File: src/rtl/vmaint_gen.sv
module vmaint_gen #(
  parameter int NUM_CPU = 2,
  parameter int NUM_LR  = 4,
  parameter int CNT_W   = 5
) (
  input  logic                        clk,
  input  logic                        rst_n,
  input  logic [NUM_CPU*NUM_LR*2-1:0] lr_state,
  input  logic [NUM_CPU*NUM_LR-1:0]   lr_hw,
  input  logic [NUM_CPU*NUM_LR-1:0]   lr_eoi,
  input  logic [NUM_CPU*8-1:0]        hyp_ctl,
  input  logic [NUM_CPU*CNT_W-1:0]    eoi_cnt,
  input  logic [NUM_CPU*2-1:0]        vgrp_en,
  output logic [NUM_CPU*8-1:0]        status,
  output logic [NUM_CPU-1:0]          maint_irq
);

  localparam int NW = $clog2(NUM_LR + 1);
  localparam logic [1:0] ST_INVALID = 2'd0;
  localparam logic [1:0] ST_PENDING = 2'd1;

  logic [NUM_CPU-1:0] irq_d;

  for (genvar c = 0; c < NUM_CPU; c++) begin : g_cpu
    logic [NW-1:0] n_valid, n_pend;
    logic          any_eoi;
    logic [7:0]    ctl;
    logic          g0, g1;
    logic          st_eoi, st_uf, st_lrnp, st_np;
    logic          st_g0e, st_g0d, st_g1e, st_g1d;

    always_comb begin
      n_valid = '0;
      n_pend  = '0;
      any_eoi = 1'b0;
      for (int i = 0; i < NUM_LR; i++) begin
        if (lr_state[(c*NUM_LR+i)*2 +: 2] != ST_INVALID)
          n_valid = n_valid + NW'(1);
        if (lr_state[(c*NUM_LR+i)*2 +: 2] == ST_PENDING)
          n_pend = n_pend + NW'(1);
        if (lr_state[(c*NUM_LR+i)*2 +: 2] == ST_INVALID &&
            !lr_hw[c*NUM_LR+i] && lr_eoi[c*NUM_LR+i])
          any_eoi = 1'b1;
      end
    end

    assign ctl = hyp_ctl[c*8 +: 8];
    assign g0  = vgrp_en[c*2];
    assign g1  = vgrp_en[c*2+1];

    assign st_eoi  = any_eoi;
    assign st_uf   = ctl[1] && (n_valid <= NW'(1));
    assign st_lrnp = ctl[2] && (eoi_cnt[c*CNT_W +: CNT_W] != '0);
    assign st_np   = ctl[3] && (n_pend == '0);
    assign st_g0e  = ctl[4] &&  g0;
    assign st_g0d  = ctl[5] && !g0;
    assign st_g1e  = ctl[6] &&  g1;
    assign st_g1d  = ctl[7] && !g1;

    assign status[c*8 +: 8] = {st_g1d, st_g1e, st_g0d, st_g0e,
                               st_np, st_lrnp, st_uf, st_eoi};
    assign irq_d[c] = ctl[0] && (status[c*8 +: 8] != 8'h00);
  end

  always_ff @(posedge clk or negedge rst_n) begin
    if (!rst_n) maint_irq <= '0;
    else        maint_irq <= irq_d;
  end

endmodule


File: config.mk
export PLATFORM = sky130hd
export DESIGN_NAME = vmaint_gen
export DESIGN_NICKNAME = d
export VERILOG_FILES = /design/src/rtl/vmaint_gen.sv
export SDC_FILE = /design/constraint.sdc
export NUM_CORES = 1
export LEC_CHECK = 0
export ABC_AREA = 1
export BUFFER_PORTS_ARGS = -buffer_cell sky130_fd_sc_hd__buf_2
export CAP_MARGIN = 20
export CORE_MARGIN = 4
export CORE_UTILIZATION = 42
export CTS_CLUSTER_SIZE = 10
export DETAILED_ROUTE_END_ITERATION = 6
export PLACE_DENSITY = 0.86
export SYNTH_ARGS = -nofsm -noshare
export SYNTH_HDL_FRONTEND = slang
export SYNTH_SLANG_ARGS = --single-unit
File: constraint.sdc
create_clock -name clk -period 2.7 [get_ports clk]
set_input_delay 0.27 -clock clk [delete_from_list [all_inputs] [get_ports clk]]
set_output_delay 0.27 -clock clk [all_outputs]
set_load 0.02 [all_outputs]
==> impl_metrics.json <==
{
  "root_buffer": "clkbuf_4",
  "crit_arrival_ns": 1.91,
  "cellPowerDensity_nw_per_um2": 220,
  "worstMarginPinSlew_ns": 0.298,
  "synth.area.mux_share": 0,
  "ioPinCount": 82,
  "routed_wl_um": 2360,
  "synth_top_area_cell": "inv_1",
  "hold_depth": 3,
  "hold_end": "maint_irq[0]$_DFF_PN0_",
  "ys_top_cells_by_count": "52 x inv_1, 47 x nand2_1, 37 x nor2_1",
  "synthCells": 197,
  "synth_cell_type_count": 20,
  "critical_path_class": "primary input to output port",
  "syn-cell-area_um2": 981,
  "dp_slack_ns": 0.516,
  "grt_pass1_vias": 1157,
  "grt_overflow_total": 0,
  "ys.flop_type": "dfrtp_1",
  "grt_max_degree": 5,
  "drtAntennaViolNets": 0,
  "syn_area_per_cell_um2": 4.98,
  "clkTransAtPathRegs_ns": 0.03,
  "clk_path_buf_depth": 2,
  "fin_cells": 294,
  "vias": 1240,
  "finalHoldViolations": 0,
  "grt_use_total": 0.154,
  "synth_seq_cells": 2,
  "dp.cells": 290,
  "max_cap_violations": 0,
  "synthArstFlopShare": 1.00,
  "gp_congestion": 0.860,
  "layout_setup_ws_ns": 0.517,
  "initial_utilization": 0.443,
  "hold_class": "primary input to flip-flop",
  "place_hpwl_um": 2240,
  "cp_cell_sequence": "buf_2 > inv_1 > nor2_1 > inv_1 > ha_1 > inv_1 > nand2_1 > nand2_2 > inv_2 > ha_1 > nor2_1 > nand2_2 > a21oi_2 > buf_2",
  "yosysSeqAreaShare": 0.0510,
  "synth_most_common_cell": "inv_1",
  "cts_resized": 0,
  "cp.required_ns": 2.43,
  "postCtsSetupBuffers": 0,
  "rsz0062_at_grt": "false",
  "yosysTopAreaCellShare": 0.199,
  "post-route-period-util": 0.808,
  "synthTopCellsByArea": "inv_1 20%, nand2_1 18%, nor2_1 14%, buf_4 12%, ha_1 10%",
  "ys_warn_count": 0,
  "top_register": "maint_irq",
  "area_delta_synth_final_pct": 36.0,
  "cts_made_buffers": 3,
  "die_h_um": 56.3,
  "rows": 17,
  "slowest_delay_ns": 0.32,
  "slew_headroom": 0.801,
  "diodes": 0,
  "htree_levels": 1,
  "end_kind": "output port",
  "synth_edf_count": 0,
  "vdd_drop_max_mv": 0.221,
  "cts.sinks": 2,
  "setup_violations": 0,
  "core_um2": 2210,
  "final.min_clock_period_ns": 2.18,
  "synth_top_family_by_area": "simple AND/OR/NAND/NOR gates",
  "drive_above_1_share": 0.338,
  "drt_iter0_drc": 12,
  "drt_first_pass_iters": 4,
  "dieArea_um2": 3170,
  "critPathSlowestCell": "ha_1",
  "finalMaxSlewViolations": 0,
  "antenna_found_initial": 0,
  "power_leakage_nw": 0.975,
  "clock.fmax_ghz": 0.458,
  "synthSimpleGateAreaFrac": 0.439,
  "synth-compound-area-share": 0.0651,
  "drcViolationCount": 0,
  "portBuffers": 81,
  "cp_max_fo": 3,
  "fin_setup_tns_ns": 0,
  "worstHoldStart": "hyp_ctl[0]",
  "outcome": "complete, no violations",
  "worstSetupStartpointType": "primary input",
  "nNetsFinal": 340,
  "syn_nets": 269,
  "biggestRegsByFlops": "maint_irq (2)",
  "synthAdderAreaFrac": 0.102,
  "largest_register_ffs": 2,
  "tritoncts": "yes",
  "synth_xor_area_frac": 0.0179,
  "die_w_um": 56.3,
  "wl_per_cell_um": 8.02,
  "routed_via_density": 4.22,
  "grt_pass1_wl_um": 4160,
  "crit_top_cell": "inv_1"
}
==> critical path: cells and delay by family <==
| family | cells | cell delay [ns] |
|---|---|---|
| buf+inv | 6 | 0.46 |
| fa+ha+maj | 2 | 0.60 |
| compound gates | 1 | 0.14 |
| simple gates | 5 | 0.45 |
==> area by class of cell <==
type | instances | area, µm²
Fill cell | 248 | 878
Sequential cell | 2 | 50.0
Multi-Input combinational cell | 126 | 612
Clock buffer | 3 | 22.5
Tap cell | 28 | 35.0
Timing Repair Buffer | 82 | 415
Inverter | 53 | 199
==> where the power goes <==
group | switching, mW | internal, mW | leakage, nW
clock network | 0.0166 | 0.0490 | 0.0138
logic | 0.110 | 0.0854 | 0.937
registers | 0.000447 | 0.0325 | 0.0238
==> stage by stage <==
step	hold WS, ns	area, µm²	total power, mW	utilization
after global routing	0.262	1330	0.337	0.603
after detailed placement	0.0555	1300	0.229	0.588
after global placement	0.0559	1300	0.225	0.588
final	0.259	1330	0.294	0.603
after floorplan	-0.0256	981	0.171	-
after CTS	0.251	1330	0.301	0.603
==> layer usage <==
metal / share of wire / vias to the layer above / GRT usage / wire length, µm
met1: 0.45 / 487 / 0.190 / 1050
li1: - / 697 / - / -
met4: 0.0042 / 0 / 0.0305 / 10
met3: 0.095 / 2 / 0.0322 / 223
met5: 0 / - / 0 / 0
met2: 0.45 / 54 / 0.274 / 1070
==> cells in the final DEF, fill, tap and decap left out <==
cell / count
a21boi_0: 1
a21oi_1: 1
a21oi_2: 1
and2_0: 1
buf_2: 81
clkbuf_4: 3
dfrtp_1: 2
dlygate4sd3_1: 1
ha_1: 8
inv_1: 52
inv_2: 1
nand2_1: 47
nand2_2: 3
nand3_1: 12
nand3b_1: 1
nand4_1: 1
nor2_1: 37
nor2_2: 1
nor3_1: 2
o21a_1: 1
o21ai_0: 7
xor2_1: 2
==> how the worst max path moves through the flow <==
stage / startpoint / slack, ns / cells after the start / end
after global routing: lr_state[8] / 0.30 / 14 / status[11]
after detailed placement: lr_state[8] / 0.52 / 14 / status[11]
after floorplan: lr_state[8] / 0.70 / 13 / status[11]
final: lr_state[8] / 0.52 / 14 / status[11]
after CTS: lr_state[8] / 0.51 / 14 / status[11]
after global placement: lr_state[8] / 0.55 / 14 / status[11]
==> timing repair <==
item	CTS	global route
endpoints found under the setup margin	0	0
hold endpoints to repair	2	0
hold buffers	1	0
==> cell families (layout without fill, tap and decap cells) <==
logic type	Yosys count	after routing
xor+xnor	2	2
buf+inv	69	138
fa+ha+maj	8	8
flops	2	2
compound gates	11	11
simple gates	105	105
(Power assumes the default switching activity.)
